<file path="src/rtl/vin_pkg.sv">
// Shared types and helpers for the video input front end.
// Assumes timing codes are carried in the top 8 bits of a data word.
package vin_pkg;

    typedef enum logic [1:0] {
        FMT_EMB  = 2'b00,
        FMT_SEP8 = 2'b01,
        FMT_YC16 = 2'b10,
        FMT_RSVD = 2'b11
    } vin_fmt_e;

    // True when the XY byte carries protection bits that agree with F, V, H.
    function automatic logic xy_consistent(input logic [7:0] xy);
        logic f;
        logic v;
        logic h;
        f = xy[6];
        v = xy[5];
        h = xy[4];
        return xy[7] && (xy[3] == (v ^ h)) && (xy[2] == (f ^ h))
            && (xy[1] == (f ^ v)) && (xy[0] == (f ^ v ^ h));
    endfunction

endpackage

</file>
<file path="src/rtl/vin_trs_decode.sv">
// Embedded timing code decoder.
// Watches a byte stream for the all-ones / zero / zero prefix and a checked
// XY byte, then rebuilds H/V strobes, the field bit and the active region.
// The data leaves through a delay equal to the prefix length, so the code
// bytes can be masked out of the active region before they reach the packer.
// Assumes DW >= 8; the XY flags are taken from the top byte.
module vin_trs_decode
    import vin_pkg::*;
#(
    parameter int DW = 8
) (
    input  logic          clk,
    input  logic          rst_n,
    input  logic          clr,
    input  logic          en,
    input  logic [DW-1:0] din,
    output logic [DW-1:0] s_byte,
    output logic          s_act,
    output logic          hs_stb,
    output logic          vs_stb,
    output logic          fid
);

    localparam int ALIGN = 3;
    localparam logic [DW-1:0] ALL_ONES = {DW{1'b1}};
    localparam logic [DW-1:0] ALL_ZERO = {DW{1'b0}};

    logic [DW-1:0]    dly [ALIGN];
    logic [ALIGN-1:0] start_sr;
    logic             act_q;
    logic             v_q;
    logic [7:0]       xy;
    logic             prefix_ok;
    logic             code_ok;
    logic             eav_det;
    logic             sav_det;

    assign xy        = din[DW-1 -: 8];
    assign prefix_ok = (dly[ALIGN-1] == ALL_ONES) && (dly[1] == ALL_ZERO) && (dly[0] == ALL_ZERO);
    assign code_ok   = en && prefix_ok && xy_consistent(xy);
    assign eav_det   = code_ok && xy[4];
    assign sav_det   = code_ok && !xy[4] && !xy[5];

    // Delayed byte leaving toward the packer, gated by the active region.
    assign s_byte = dly[ALIGN-1];
    assign s_act  = act_q && !eav_det;

    // Prefix delay line and start-code alignment shift.
    always_ff @(posedge clk) begin
        if (!rst_n || clr) begin
            for (int i = 0; i < ALIGN; i++) dly[i] <= ALL_ZERO;
            start_sr <= '0;
        end else begin
            dly[0] <= din;
            for (int i = 1; i < ALIGN; i++) dly[i] <= dly[i-1];
            start_sr <= {start_sr[ALIGN-2:0], sav_det};
        end
    end

    // Active region: opened once the start code has left the delay line, closed by an end code.
    always_ff @(posedge clk) begin
        if (!rst_n || clr) begin
            act_q <= 1'b0;
        end else if (eav_det) begin
            act_q <= 1'b0;
        end else if (start_sr[ALIGN-1]) begin
            act_q <= 1'b1;
        end
    end

    // Sync strobes and field bit from accepted codes.
    always_ff @(posedge clk) begin
        if (!rst_n || clr) begin
            hs_stb <= 1'b0;
            vs_stb <= 1'b0;
            v_q    <= 1'b0;
            fid    <= 1'b0;
        end else begin
            hs_stb <= eav_det;
            vs_stb <= code_ok && xy[5] && !v_q;
            if (code_ok) begin
                v_q <= xy[5];
                fid <= xy[6];
            end
        end
    end


    hs_single_chk: assert property (@(posedge clk) disable iff (!rst_n) hs_stb |=> !hs_stb);

endmodule

</file>
<file path="src/rtl/vin_sep_sync.sv">
// Separate-sync timing for the 8-bit and 16-bit formats.
// hs_in and vs_in are blanking levels (high = blanking). Rising edges give
// one-cycle strobes, and a cycle with both low is active.
module vin_sep_sync (
    input  logic clk,
    input  logic rst_n,
    input  logic clr,
    input  logic en,
    input  logic hs_in,
    input  logic vs_in,
    input  logic fid_in,
    output logic s_act,
    output logic hs_stb,
    output logic vs_stb,
    output logic fid
);

    logic hs_q;
    logic vs_q;

    assign s_act = en && !hs_in && !vs_in;

    // Edge detection of the sync levels and field capture.
    always_ff @(posedge clk) begin
        if (!rst_n || clr) begin
            hs_q   <= 1'b0;
            vs_q   <= 1'b0;
            hs_stb <= 1'b0;
            vs_stb <= 1'b0;
            fid    <= 1'b0;
        end else begin
            hs_q   <= hs_in;
            vs_q   <= vs_in;
            hs_stb <= en && hs_in && !hs_q;
            vs_stb <= en && vs_in && !vs_q;
            if (en) fid <= fid_in;
        end
    end


    vs_single_chk: assert property (@(posedge clk) disable iff (!rst_n) vs_stb |=> !vs_stb);

endmodule

</file>
<file path="src/rtl/vin_pack.sv">
// Output packer.
// In wide mode it registers the Y/C pair every cycle. In byte mode it splits
// the active bytes into chroma, luma, chroma, luma and presents one sample per
// luma byte, paired with the chroma byte just before it. The phase restarts
// whenever the active region drops.
module vin_pack #(
    parameter int DW = 8
) (
    input  logic          clk,
    input  logic          rst_n,
    input  logic          clr,
    input  logic          wide,
    input  logic [DW-1:0] s_y,
    input  logic [DW-1:0] s_c,
    input  logic          s_act,
    output logic [DW-1:0] o_y,
    output logic [DW-1:0] o_c,
    output logic          o_act
);

    logic          luma_ph;
    logic [DW-1:0] c_hold;

    // Sample assembly for both widths.
    always_ff @(posedge clk) begin
        if (!rst_n || clr) begin
            luma_ph <= 1'b0;
            c_hold  <= '0;
            o_y     <= '0;
            o_c     <= '0;
            o_act   <= 1'b0;
        end else if (wide) begin
            luma_ph <= 1'b0;
            o_y     <= s_y;
            o_c     <= s_c;
            o_act   <= s_act;
        end else begin
            luma_ph <= s_act ? !luma_ph : 1'b0;
            o_act   <= s_act && luma_ph;
            if (s_act && !luma_ph) c_hold <= s_y;
            if (s_act && luma_ph) begin
                o_y <= s_y;
                o_c <= c_hold;
            end
        end
    end


    byte_gap_chk: assert property (@(posedge clk) disable iff (!rst_n) (o_act && !wide) |=> !o_act);

endmodule

</file>
<file path="src/rtl/vid_in_frontend.sv">
// Multi-format video input front end (top).
// Selects the source path from fmt_sel/port_sel, merges the sync strobes,
// and tracks line completeness for out_valid. Any change of configuration
// clears every stage in the same cycle.
// Assumes the data clock is the only clock and all inputs are synchronous to it.
module vid_in_frontend
    import vin_pkg::*;
#(
    parameter int DW = 8
) (
    input  logic          clk,
    input  logic          rst_n,
    input  logic [1:0]    fmt_sel,
    input  logic          port_sel,
    input  logic [DW-1:0] y_in,
    input  logic [DW-1:0] c_in,
    input  logic          hs_in,
    input  logic          vs_in,
    input  logic          fid_in,
    output logic [DW-1:0] out_y,
    output logic [DW-1:0] out_c,
    output logic          out_hs,
    output logic          out_vs,
    output logic          out_fid,
    output logic          out_act,
    output logic          out_valid
);

    vin_fmt_e      fmt;
    logic [2:0]    cfg_q;
    logic          cfg_chg;
    logic          emb_en;
    logic          sep_en;
    logic          wide;
    logic [DW-1:0] emb_byte;
    logic [DW-1:0] trs_byte;
    logic          trs_act;
    logic          trs_hs;
    logic          trs_vs;
    logic          trs_fid;
    logic          sep_act;
    logic          sep_hs;
    logic          sep_vs;
    logic          sep_fid;
    logic [DW-1:0] pk_y;
    logic          pk_act;
    logic          seen_q;

    assign fmt      = vin_fmt_e'(fmt_sel);
    assign cfg_chg  = ({fmt_sel, port_sel} != cfg_q);
    assign emb_en   = (fmt == FMT_EMB);
    assign sep_en   = (fmt == FMT_SEP8) || (fmt == FMT_YC16);
    assign wide     = (fmt == FMT_YC16);
    assign emb_byte = port_sel ? c_in : y_in;
    assign pk_y     = emb_en ? trs_byte : y_in;
    assign pk_act   = emb_en ? trs_act : sep_act;

    // Only the enabled path can raise a strobe, so the paths are simply merged.
    assign out_hs  = trs_hs | sep_hs;
    assign out_vs  = trs_vs | sep_vs;
    assign out_fid = trs_fid | sep_fid;

    vin_trs_decode #(.DW(DW)) u_trs (
        .clk    (clk),
        .rst_n  (rst_n),
        .clr    (cfg_chg),
        .en     (emb_en),
        .din    (emb_byte),
        .s_byte (trs_byte),
        .s_act  (trs_act),
        .hs_stb (trs_hs),
        .vs_stb (trs_vs),
        .fid    (trs_fid)
    );

    vin_sep_sync u_sep (
        .clk    (clk),
        .rst_n  (rst_n),
        .clr    (cfg_chg),
        .en     (sep_en),
        .hs_in  (hs_in),
        .vs_in  (vs_in),
        .fid_in (fid_in),
        .s_act  (sep_act),
        .hs_stb (sep_hs),
        .vs_stb (sep_vs),
        .fid    (sep_fid)
    );

    vin_pack #(.DW(DW)) u_pack (
        .clk   (clk),
        .rst_n (rst_n),
        .clr   (cfg_chg),
        .wide  (wide),
        .s_y   (pk_y),
        .s_c   (c_in),
        .s_act (pk_act),
        .o_y   (out_y),
        .o_c   (out_c),
        .o_act (out_act)
    );

    // Configuration history used to spot a format or port change.
    always_ff @(posedge clk) begin
        if (!rst_n) cfg_q <= '0;
        else        cfg_q <= {fmt_sel, port_sel};
    end

    // Line completeness: valid after two line strobes since reset or reconfiguration.
    always_ff @(posedge clk) begin
        if (!rst_n || cfg_chg) begin
            seen_q    <= 1'b0;
            out_valid <= 1'b0;
        end else if (out_hs) begin
            seen_q <= 1'b1;
            if (seen_q) out_valid <= 1'b1;
        end
    end


    valid_clear_chk: assert property (@(posedge clk) disable iff (!rst_n) cfg_chg |=> !out_valid);


    valid_hold_chk: assert property (@(posedge clk) disable iff (!rst_n) (out_valid && !cfg_chg) |=> out_valid);


    rsvd_quiet_chk: assert property (@(posedge clk) disable iff (!rst_n)
        (fmt_sel == 2'b11 && $past(fmt_sel) == 2'b11) |-> (!out_act && !out_hs && !out_vs));


    hs_pulse_chk: assert property (@(posedge clk) disable iff (!rst_n) out_hs |=> !out_hs);

endmodule

</file>
<file path="config.mk">
export PLATFORM = sky130hd
export DESIGN_NAME = vid_in_frontend
export DESIGN_NICKNAME = d
export VERILOG_FILES = /design/src/rtl/vin_pkg.sv /design/src/rtl/vin_trs_decode.sv /design/src/rtl/vin_sep_sync.sv /design/src/rtl/vin_pack.sv /design/src/rtl/vid_in_frontend.sv
export SDC_FILE = /design/constraint.sdc
export NUM_CORES = 1
export LEC_CHECK = 0
export ABC_AREA = 1
export CAP_MARGIN = 10
export CORE_MARGIN = 8
export CORE_UTILIZATION = 54
export CTS_CLUSTER_DIAMETER = 30
export DETAILED_ROUTE_END_ITERATION = 12
export GPL_ROUTABILITY_DRIVEN = 1
export PLACE_DENSITY = 0.81
export SYNTH_ARGS = -nofsm -noshare
export SYNTH_HDL_FRONTEND = slang
export SYNTH_HIERARCHICAL = 1
export SYNTH_SLANG_ARGS = --single-unit
</file>
<file path="constraint.sdc">
create_clock -name clk -period 3.9 [get_ports clk]
set_clock_uncertainty 0.2 [all_clocks]
set_input_delay 0.585 -clock clk [delete_from_list [all_inputs] [get_ports clk]]
set_output_delay 0.585 -clock clk [all_outputs]
set_load 0.05 [all_outputs]
</file>
==> run summary <==
Run status: completed
Largest net degree at the start of global routing: 33
P&R area growth vs syn: 20.3%
Netlist cell types: 30
DRT iter0 DRCs: 155
H-Tree Depth: 3
Clock transition at path regs: 0.07 ns
Cell Pwr Density: 409 nW/um^2
Global route overflow: 0
Number of setup violations in the final report: 0
Most used cell, CP: nand2_1
Detail Route Antenna Nets: 0
RePlAce Congestion: 0.879
Crit path buf inv count: 4
Hold_buf cts: 0
Register area share after synthesis: 42.0%
Die W: 93.4 um
Area leader, netlist: dfxtp_1
Wire per inst: 12.3 um
CP Depth: 16
R2r endpoint: u_pack/c_hold[4]
I/O pin count: 45
CTS Buffer Depth: 2
DP Wirelength: 5.20 mm
EDFF count, synth: 0
CTS Buf Count: 9
Total Routing Usage GR: 17.6%
Number of global-route vias before repair: 2687
Area share of the largest cell type after synthesis: 42.0%
Unrepaired setup endpoints after global routing: false
Share of layout cells above drive strength 1: 9.39%
Post-synthesis cell area: 3240 sq um
RR Startpoint: u_trs/dly[0][5]
Crit path kind: in2reg
Initial DRT Pass Iterations: 4
MaxCap Viol Count: 0
Crit path cell chain: clkdlybuf4s50_1 > buf_4 > o21ai_0 > inv_1 > nand2_1 > nand2_1 > nand2_1 > nand2_1 > nor2_4 > nand2_1 > nor2_2 > a21boi_0 > mux2_2 > buf_4 > a21oi_1 > nor2_1
Drc violations: 0
Post-CTS setup buffers: 0
Chip Height: 93.4 um
Inst Count DP: 570
Routed WL: 7.19 mm
Synth top cells by count: 111 x nand2_1, 92 x nor2_1, 69 x inv_1, 68 x dfxtp_1, 20 x nand3_1
Fmax: 0.300 GHz
First-pass GRT wire length: 12.3 mm
Worst Path Required: 3.92 ns
Async SR Flop Fraction: 0%
Synth Instances: 469
Final hold viol count: 0
NumNets Final: 532
CTS root buf: clkbuf_8
CP startpoint kind: input port
VDD IR-drop max: 274 uV
Clk sink count: 68
Cell family with most CP delay: buffers and inverters
Port Buffers: 44
CP arrival: 3.36 ns
Routed vias/inst: 4.81
Actual slew at the worst max-slew pin: 0.821 ns
Flip-flop and latch count after synthesis: 68
Final Max Slew Viols: 0
Number of diodes: 0
Slew headroom: 45.2%
Crit-path slowest cell: clkdlybuf4s50_1
Top FF cell, synth: dfxtp_1
TritonCTS clock tree: built
CP Max Fanout: 17
Row cnt: 28
R2R Setup Slk: 1.65 ns
Initial Util: 55.3%
Post-Route Setup TNS: 0 ns
Worst hold endpoint: u_trs/start_sr[2]
P_leak: 1.75 nW
Mapped Avg Cell Area: 6.90 sq um
Die ar.: 8730 sq um
Ranking of synthesized cells by area: dfxtp_1 42%, nand2_1 13%, nor2_1 11%, inv_1 8.0%, nand3_1 3.1%
Hold Crit Depth: 2
Crit. End Element: flop
Class of the tightest hold or removal check: reg2reg
Final-layout fill cell count: 495
R2R depth: 12
Most frequent cell after synthesis: nand2_1
Period utilization: 85.5%
Max incr delay on CP: 0.54 ns
Hold Startpoint: u_trs/start_sr[1]
Synthesis Warnings: 6
Fin crit period: 3.33 ns
Total Power: 1.59 mW
Vias: 2816
Fin cells: 586
Worst-Skew Late Latency: 0.34 ns
CTS resizes: 0
Syn Nets: 495
Initial antenna violation count: 0
Core area: 5850 sq um
==> worst register-to-register path, delay by kind of cell, from the launching register on <==
kind / cells / cell delay [ns]
flops: 1 / 0.32
simple gates: 8 / 0.79
compound gates: 2 / 0.31
buf+inv: 1 / 0.21
mux: 1 / 0.33
==> layout by cell type, fill, tap and decap left out <==
cell,synthesis,routed
a21oi_1,18,18
nand3_2,8,8
nor2_4,3,3
nand2_4,1,1
nand3b_1,10,10
ha_1,2,2
clkdlybuf4s50_1,0,44
clkinv_2,0,1
xnor2_1,1,1
nor3_1,5,5
nand2_2,4,4
or2_2,2,2
buf_4,12,7
inv_2,2,2
nand2_1,111,111
nand4_1,3,3
o21ai_1,2,2
clkbuf_8,0,11
nand3_4,1,1
a21oi_2,1,1
o21ai_0,16,16
inv_1,69,69
xnor2_2,1,1
a21boi_0,1,1
nand3_1,20,20
bufinv_16,0,3
clkbuf_1,3,1
dfxtp_1,68,68
mux2_2,1,1
nor2_1,92,92
nor2_2,2,2
==> area by class of cell <==
cell class	instances	area (sq um)	area share, %
Timing Repair Buffer	51	493	12.7
Clock buffer	12	155	3.98
Tap cell	75	93.8	2.41
Multi-Input combinational cell	305	1430	36.7
Sequential cell	68	1360	34.9
Clock inverter	4	95.1	2.44
Inverter	71	267	6.84
==> power breakdown <==
| group | total [mW] | internal [mW] | switching (mW) |
|---|---|---|---|
| sequential | 0.704 | 0.701 | 0.00313 |
| combinational | 0.175 | 0.0688 | 0.106 |
| clock | 0.715 | 0.459 | 0.255 |
| total | 1.59 | 1.23 | 0.364 |
==> how the worst max path moves through the flow <==
stage / slack, ns / from / end
final: 0.57 / port_sel / u_pack/c_hold[4]
after global routing: 0.26 / port_sel / u_pack/o_y[4]
after CTS: 0.59 / port_sel / u_pack/o_c[3]
after detailed placement: 0.26 / port_sel / u_pack/o_y[2]
after global placement: 0.35 / port_sel / u_pack/o_y[1]
after floorplan: 0.91 / port_sel / u_pack/c_hold[0]
==> sequential cells by signal (all words and copies together), names as in the netlist, 3 cells and up <==
| name | cells |
|---|---|
| u_trs/dly | 24 |
| u_pack/c_hold | 8 |
| u_pack/o_c | 8 |
| u_pack/o_y | 8 |
| cfg_q | 3 |
| u_trs/start_sr | 3 |
==> per-layer routing <==
metal,GRT usage (%),vias to the layer above,share of wire [%]
li1,-,1485,-
met1,21.2,1246,43
met2,29.3,73,50
met3,3.45,12,5.6
met4,8.46,0,1.9
met5,0,-,0
==> logic make-up after synthesis <==
family	share of synthesized area (%)
adders and majority gates	0.773
muxes	0.348
DFF	42.0
AOI/OAI and AO/OA	6.07
xor gates and xnor gates	0.773
and+or+nand+nor	36.2
buffers and inverters	13.8
==> metrics by stage <==
stage	worst slack, ns	utilization [%]	hold WS, ns	area (sq um)
detailed placement	0.258	62.3	0.203	3650
global route	0.260	66.6	0.235	3900
finish	0.567	66.6	0.208	3900
floorplan	0.909	-	0.194	3240
global placement	0.347	62.3	0.198	3650
CTS	0.592	66.6	0.213	3900
No activity file was read; power rests on OpenSTA's default activity.
